--- src/rtl/hws_pkg.sv ---
package hws_pkg;
  typedef enum logic [1:0] {
    ST_RUN   = 2'd0,
    ST_HOLD  = 2'd1,
    ST_WAIT  = 2'd2,
    ST_RESET = 2'd3
  } hws_state_e;
endpackage

--- src/rtl/hws_sync.sv ---
module hws_sync #(
  parameter int   STAGES  = 2,
  parameter logic RST_VAL = 1'b0
) (
  input  logic clk_i,
  input  logic rst_ni,
  input  logic d_i,
  output logic q_o
);
  logic [STAGES-1:0] q;

  generate
    if (STAGES == 1) begin : g_one
      always_ff @(posedge clk_i or negedge rst_ni)
        if (!rst_ni) q <= RST_VAL;
        else         q <= d_i;
    end else begin : g_chain
      always_ff @(posedge clk_i or negedge rst_ni)
        if (!rst_ni) q <= {STAGES{RST_VAL}};
        else         q <= {q[STAGES-2:0], d_i};
    end
  endgenerate

  assign q_o = q[STAGES-1];
endmodule

--- src/rtl/hws_wait_cnt.sv ---
module hws_wait_cnt #(
  parameter int WAIT_CYCLES = 16384
) (
  input  logic clk_i,
  input  logic rst_ni,
  input  logic en_i,
  output logic done_o
);
  localparam int CW = $clog2(WAIT_CYCLES + 1);
  localparam logic [CW-1:0] LAST = CW'(WAIT_CYCLES - 1);

  logic [CW-1:0] cnt;

  // cleared whenever the wait is not running, so any re-entry starts from zero
  always_ff @(posedge clk_i or negedge rst_ni)
    if (!rst_ni)            cnt <= '0;
    else if (!en_i)         cnt <= '0;
    else if (cnt != LAST)   cnt <= cnt + 1'b1;

  assign done_o = en_i && (cnt == LAST);

  a_r5_cnt_range: assert property (@(posedge clk_i) disable iff (!rst_ni)
    cnt <= LAST);
  a_r9_cnt_clear: assert property (@(posedge clk_i) disable iff (!rst_ni)
    !en_i |=> cnt == '0);
endmodule

--- src/rtl/hws_fsm.sv ---
module hws_fsm
  import hws_pkg::*;
#(
  parameter int T0_W = 12
) (
  input  logic            clk_i,
  input  logic            rst_ni,
  input  logic            hold_cmd_i,
  input  logic            hold_s_i,
  input  logic            res_s_ni,
  input  logic            done_i,
  output logic            cnt_en_o,
  output logic            osc_en_o,
  output logic            core_run_o,
  output logic            core_rst_o,
  output logic            t0_load_o,
  output hws_state_e      state_o
);
  hws_state_e state_q, state_d;
  logic       load_q;
  logic       valid_rst;

  // reset pin counts only while the hold pin is high
  assign valid_rst = !res_s_ni && hold_s_i;

  always_comb begin
    state_d = state_q;
    if (valid_rst) state_d = ST_RESET;
    else begin
      unique case (state_q)
        ST_RUN:   if (hold_cmd_i && !hold_s_i) state_d = ST_HOLD;
        ST_HOLD:  if (hold_s_i)                state_d = ST_WAIT;
        ST_WAIT:  if (done_i)                  state_d = ST_RUN;
        ST_RESET:                              state_d = ST_WAIT;
        default:                               state_d = ST_RESET;
      endcase
    end
  end

  always_ff @(posedge clk_i or negedge rst_ni)
    if (!rst_ni) begin
      state_q <= ST_RESET;
      load_q  <= 1'b0;
    end else begin
      state_q <= state_d;
      load_q  <= (state_q == ST_WAIT) && (state_d == ST_RUN);
    end

  assign cnt_en_o   = (state_q == ST_WAIT);
  assign osc_en_o   = (state_q != ST_HOLD);
  assign core_run_o = (state_q == ST_RUN);
  assign core_rst_o = (state_q == ST_RESET);
  assign t0_load_o  = load_q;
  assign state_o    = state_q;

  a_r2_hold_entry: assert property (@(posedge clk_i) disable iff (!rst_ni)
    state_q == ST_RUN && hold_cmd_i && !hold_s_i |=> state_q == ST_HOLD);
  a_r3_hold_ignored: assert property (@(posedge clk_i) disable iff (!rst_ni)
    state_q == ST_RUN && hold_cmd_i && hold_s_i && res_s_ni |=> state_q == ST_RUN);
  a_r4_hold_exit: assert property (@(posedge clk_i) disable iff (!rst_ni)
    state_q == ST_HOLD && hold_s_i && res_s_ni |=> state_q == ST_WAIT && osc_en_o);
  a_r5_wait_end: assert property (@(posedge clk_i) disable iff (!rst_ni)
    state_q == ST_WAIT && done_i && res_s_ni |=> state_q == ST_RUN);
  a_r6_load_pulse: assert property (@(posedge clk_i) disable iff (!rst_ni)
    t0_load_o |-> core_run_o && $past(state_q == ST_WAIT));
  a_r6_single: assert property (@(posedge clk_i) disable iff (!rst_ni)
    t0_load_o |=> !t0_load_o);
  a_r7_reset: assert property (@(posedge clk_i) disable iff (!rst_ni)
    !res_s_ni && hold_s_i |=> state_q == ST_RESET);
  a_r8_masked_hold: assert property (@(posedge clk_i) disable iff (!rst_ni)
    state_q == ST_HOLD && !hold_s_i |=> state_q == ST_HOLD);
  a_r8_masked_run: assert property (@(posedge clk_i) disable iff (!rst_ni)
    state_q == ST_RUN && !hold_s_i && !hold_cmd_i |=> state_q == ST_RUN);
endmodule

--- src/rtl/hold_wake_seq.sv ---
module hold_wake_seq
  import hws_pkg::*;
#(
  parameter int          WAIT_CYCLES = 16384,
  parameter int          SYNC_STAGES = 2,
  parameter int          T0_W        = 12,
  parameter logic [11:0] T0_PRESET   = 12'hFFC
) (
  input  logic            clk_i,
  input  logic            rst_ni,
  input  logic            hold_cmd_i,
  input  logic            hold_pin_i,
  input  logic            res_pin_ni,
  output logic            osc_en_o,
  output logic            core_run_o,
  output logic            core_rst_o,
  output logic            t0_load_o,
  output logic [T0_W-1:0] t0_value_o,
  output logic [1:0]      state_o
);
  logic       hold_s, res_s_n, done, cnt_en;
  hws_state_e state;

  hws_sync #(.STAGES(SYNC_STAGES), .RST_VAL(1'b1)) u_sync_hold (
    .clk_i(clk_i), .rst_ni(rst_ni), .d_i(hold_pin_i), .q_o(hold_s));

  hws_sync #(.STAGES(SYNC_STAGES), .RST_VAL(1'b0)) u_sync_res (
    .clk_i(clk_i), .rst_ni(rst_ni), .d_i(res_pin_ni), .q_o(res_s_n));

  hws_wait_cnt #(.WAIT_CYCLES(WAIT_CYCLES)) u_cnt (
    .clk_i(clk_i), .rst_ni(rst_ni), .en_i(cnt_en), .done_o(done));

  hws_fsm #(.T0_W(T0_W)) u_fsm (
    .clk_i      (clk_i),
    .rst_ni     (rst_ni),
    .hold_cmd_i (hold_cmd_i),
    .hold_s_i   (hold_s),
    .res_s_ni   (res_s_n),
    .done_i     (done),
    .cnt_en_o   (cnt_en),
    .osc_en_o   (osc_en_o),
    .core_run_o (core_run_o),
    .core_rst_o (core_rst_o),
    .t0_load_o  (t0_load_o),
    .state_o    (state)
  );

  assign t0_value_o = T0_W'(T0_PRESET);
  assign state_o    = state;

  a_r1_rst_state: assert property (@(posedge clk_i) disable iff (!rst_ni)
    core_rst_o |-> !core_run_o && osc_en_o);
  a_r2_hold_quiet: assert property (@(posedge clk_i) disable iff (!rst_ni)
    state_o == 2'd1 |-> !osc_en_o && !core_run_o);
endmodule

--- config.mk ---
export PLATFORM = sky130hd
export DESIGN_NAME = hold_wake_seq
export DESIGN_NICKNAME = d
export VERILOG_FILES = /design/src/rtl/hws_pkg.sv /design/src/rtl/hws_sync.sv /design/src/rtl/hws_wait_cnt.sv /design/src/rtl/hws_fsm.sv /design/src/rtl/hold_wake_seq.sv
export SDC_FILE = /design/constraint.sdc
export NUM_CORES = 1
export LEC_CHECK = 0
export BUFFER_PORTS_ARGS = -buffer_cell sky130_fd_sc_hd__buf_2
export CORE_MARGIN = 2
export CORE_UTILIZATION = 53
export CTS_CLUSTER_DIAMETER = 200
export CTS_CLUSTER_SIZE = 24
export DETAILED_ROUTE_END_ITERATION = 12
export MAX_ROUTING_LAYER = met4
export PLACE_DENSITY_LB_ADDON = 0.05
export SLEW_MARGIN = 20
export SYNTH_ARGS = -nofsm -noshare
export SYNTH_HDL_FRONTEND = slang
export SYNTH_SLANG_ARGS = --single-unit
--- constraint.sdc ---
create_clock -name clk_i -period 2.3 [get_ports clk_i]
set_input_delay 0.23 -clock clk_i [delete_from_list [all_inputs] [get_ports clk_i]]
set_output_delay 0.23 -clock clk_i [all_outputs]
set_load 0.02 [all_outputs]
==> reports/results.txt <==
Port bufs - 10
Root buf cell - clkbuf_4
Initial Util - 56.9%
Crit path kind - flip-flop to flip-flop
Post-synth EDFFs - 0
Final Cycle Share - 82.9%
Synth Flop Type - dfrtp_1
Sw frac - 25.5%
Core Area - 1980 um2
Leakage power total - 0.000531 uW
Routed vias - 857
Die height - 50.1 um
Met2 Resource Use GR - 28.3%
Hold Crit Depth - 3
Fmax - 525 MHz
Synth top area cells - dfrtp_1, dfstp_2, buf_4, a21oi_1, o21ai_0
Area grow syn2layout - 9.20%
Final setup viols - 0
Synth area leader - dfrtp_1
CTS resizes - 0
Detail Route Antenna Nets - 0
Mapped Area - 1130 um2
Worst r2r src - u_cnt.cnt[0]
Power per cell area - 684 nW/um2
Final Wtd Congestion - 0.791
Largest net degree at the start of global routing - 23
Max Slew Vio Count - 0
Critical path peak fanout - 7
Part of the power in registers - 53.8%
Max incr delay on CP - 0.53 ns
Overflow after GRT - 0
Maximum vdd drop - 0.000505 V
Met1 Use GR - 22.2%
Clk pwr share - 35.2%
CTS tree - done
IO Pins - 23
WL/cell - 12.9 um
Critical path's top delay family - simple AND/OR/NAND/NOR gates
Comb pwr share - 11.0%
Drt first pass iters - 4
WHS - 0.149 ns
DRC viols - 0
Crit-path slowest cell - or4_1
Total CTS buffers - 3
Internal Power - 628 uW
Die Area - 2510 um2
Vias in the first global route - 770
Clk_lat worst skew - 0.31 ns
R2R Path End - u_cnt.cnt[10]
Yosys cell types - 37
WP buf/inv - 0
CTS clk-pin slew, worst paths - 0.12 ns
Number of max-cap violations - 0
GRT Util Overall - 17.9%
Minimum clock period - 1.91 ns
Slew @ Worst Pin - 0.542 ns
Post-DP HPWL - 1390 um
Sw power - 215 uW
Die width - 50.1 um
Max clock buf depth - 2
Initial antenna violation count - 0
H-tree depth - 1
Yosys warns - 0
Synth cell count leaders - dfrtp_1, buf_4, a21oi_1
Synth Register Bits - 22
Startpoint Class - flip-flop
Cells along the critical path - ha_1 > nand4_2 > or2_0 > or4_1 > a21oi_1
First-pass GRT wire length - 3320 um
Data arrival time of the worst path - 2.15 ns
CTS Sinks - 22
Final Hold Fails - 0
Run status - complete, no violations
Hold Crit Class - input pin to flip-flop
Hold Path End - u_fsm.state_o[0]
Met3 Use GR - 3.57%
Num rows - 16
Syn_area_per_cell - 9.99 um2
Top-count cell post-synth - dfrtp_1
Slew headroom - 63.6%
Flop-to-flop setup slack - 0.39 ns
Via/cell ratio - 5.64
Fin nets - 132
Worst r2r path cells - 5
Initial drt markers - 14
Worst path required time - 2.54 ns
Post-CTS setup buffers - 0
Hold Crit Start - hold_cmd_i
Asr flop ratio synth - 100%
Setup tns final - 0 ns
GRT Max-Usage Layer - met2
Sequential-to-total area share from yosys stat - 49.2%
Gate Count Post-Synth - 113
RSZ-0062 raised after global routing - false
Fraction of layout cells with a size suffix above 1 - 18.4%
Setup crit end kind - flip-flop
Aggregate routed wire length - 1960 um
Post-synth top area share - 39.9%
Clock skew - 0.00172 ns
N_diodes - 0
Count of hold-fix buffers inserted at cts - 2
==> per-stage QoR <==
step	setup WS [ns]	std cells	util (%)	total power, uW	instance area [um2]
after floorplan	0.563	123	-	535	1170
after global placement	0.511	145	58.0	543	1150
after detailed placement	0.421	145	58.0	550	1150
after CTS	0.388	151	61.7	848	1220
after global routing	0.260	152	62.2	882	1230
final	0.394	152	62.2	844	1230
==> kinds of logic (layout without fill, tap and decap cells) <==
| group | Yosys count | after routing | synth area share (%) |
|---|---|---|---|
| AND/OR/NAND/NOR | 40 | 40 | 21.1 |
| multiplexers | 1 | 1 | 0.887 |
| adder cells (fa/ha/maj) | 1 | 1 | 1.11 |
| other | 2 | 12 | 0.665 |
| flip-flops | 22 | 22 | 49.2 |
| XOR/XNOR | 1 | 1 | 0.776 |
| AO/OA/AOI/OAI | 27 | 27 | 15.7 |
| buffers and inverters | 19 | 21 | 10.5 |
==> per-layer routing <==
layer | share of wire, % | vias up
li1 | - | 420
met1 | 46 | 405
met2 | 48 | 27
met3 | 4.7 | 5
met4 | 1.7 | 0
met5 | 0 | -
==> placed cells by master (no fill, tap or decap), drive strengths merged <==
cell,count
dfrtp,18
conb,12
buf,11
a21oi,7
nor2,6
o21ai,6
nand2,6
or3,4
dfstp,4
nand4,4
nand2b,3
o31ai,3
inv,3
o41ai,3
clkbuf,3
dlygate4sd3,3
or2,3
nor4,3
nand3,2
and3,2
a31oi,2
nor3,2
o311ai,2
or4,2
and2,1
nand3b,1
o211ai,1
mux2i,1
xor2,1
and4bb,1
o31a,1
o21a,1
o311a,1
ha,1
bufinv,1
==> worst max path at each step <==
stage                                to         start  cells past startpoint
final                     u_cnt.cnt[10]  u_cnt.cnt[0]                      5
after global routing      u_cnt.cnt[10]  u_cnt.cnt[0]                      5
after CTS                 u_cnt.cnt[10]  u_cnt.cnt[0]                      5
after detailed placement  u_cnt.cnt[10]  u_cnt.cnt[0]                      5
after global placement    u_cnt.cnt[10]  u_cnt.cnt[0]                      5
after floorplan           u_cnt.cnt[10]  u_cnt.cnt[0]                      6
==> registers in the layout, summed over array words and instances (netlist names) <==
signal,flops
u_cnt.cnt,15
u_fsm.state_o,2
u_sync_hold.q,2
u_sync_res.q,2
u_fsm.t0_load_o,1
==> tightest hold or removal path: stages <==
cell and delay (ns):
buf_2 0.10, nor2_1 0.08, o31ai_1 0.07
==> final cells by class <==
class	count	area, um2
fill	180	749
sequential	22	556
multi-input combinational	82	492
timing repair buffer	14	87.6
tap	27	33.8
clock inverter	1	30.0
clock buffer	3	22.5
inverter	3	11.3
==> power groups by stage <==
stage                     Combinational (uW)  Clock [uW]  Sequential [uW]
after floorplan                         80.4           0              454
after global placement                  85.2           0              458
after detailed placement                88.9           0              461
after CTS                               92.0         303              454
after global routing                     104         320              458
final                                   92.7         297              454
No activity file was read; power rests on OpenSTA's default activity.
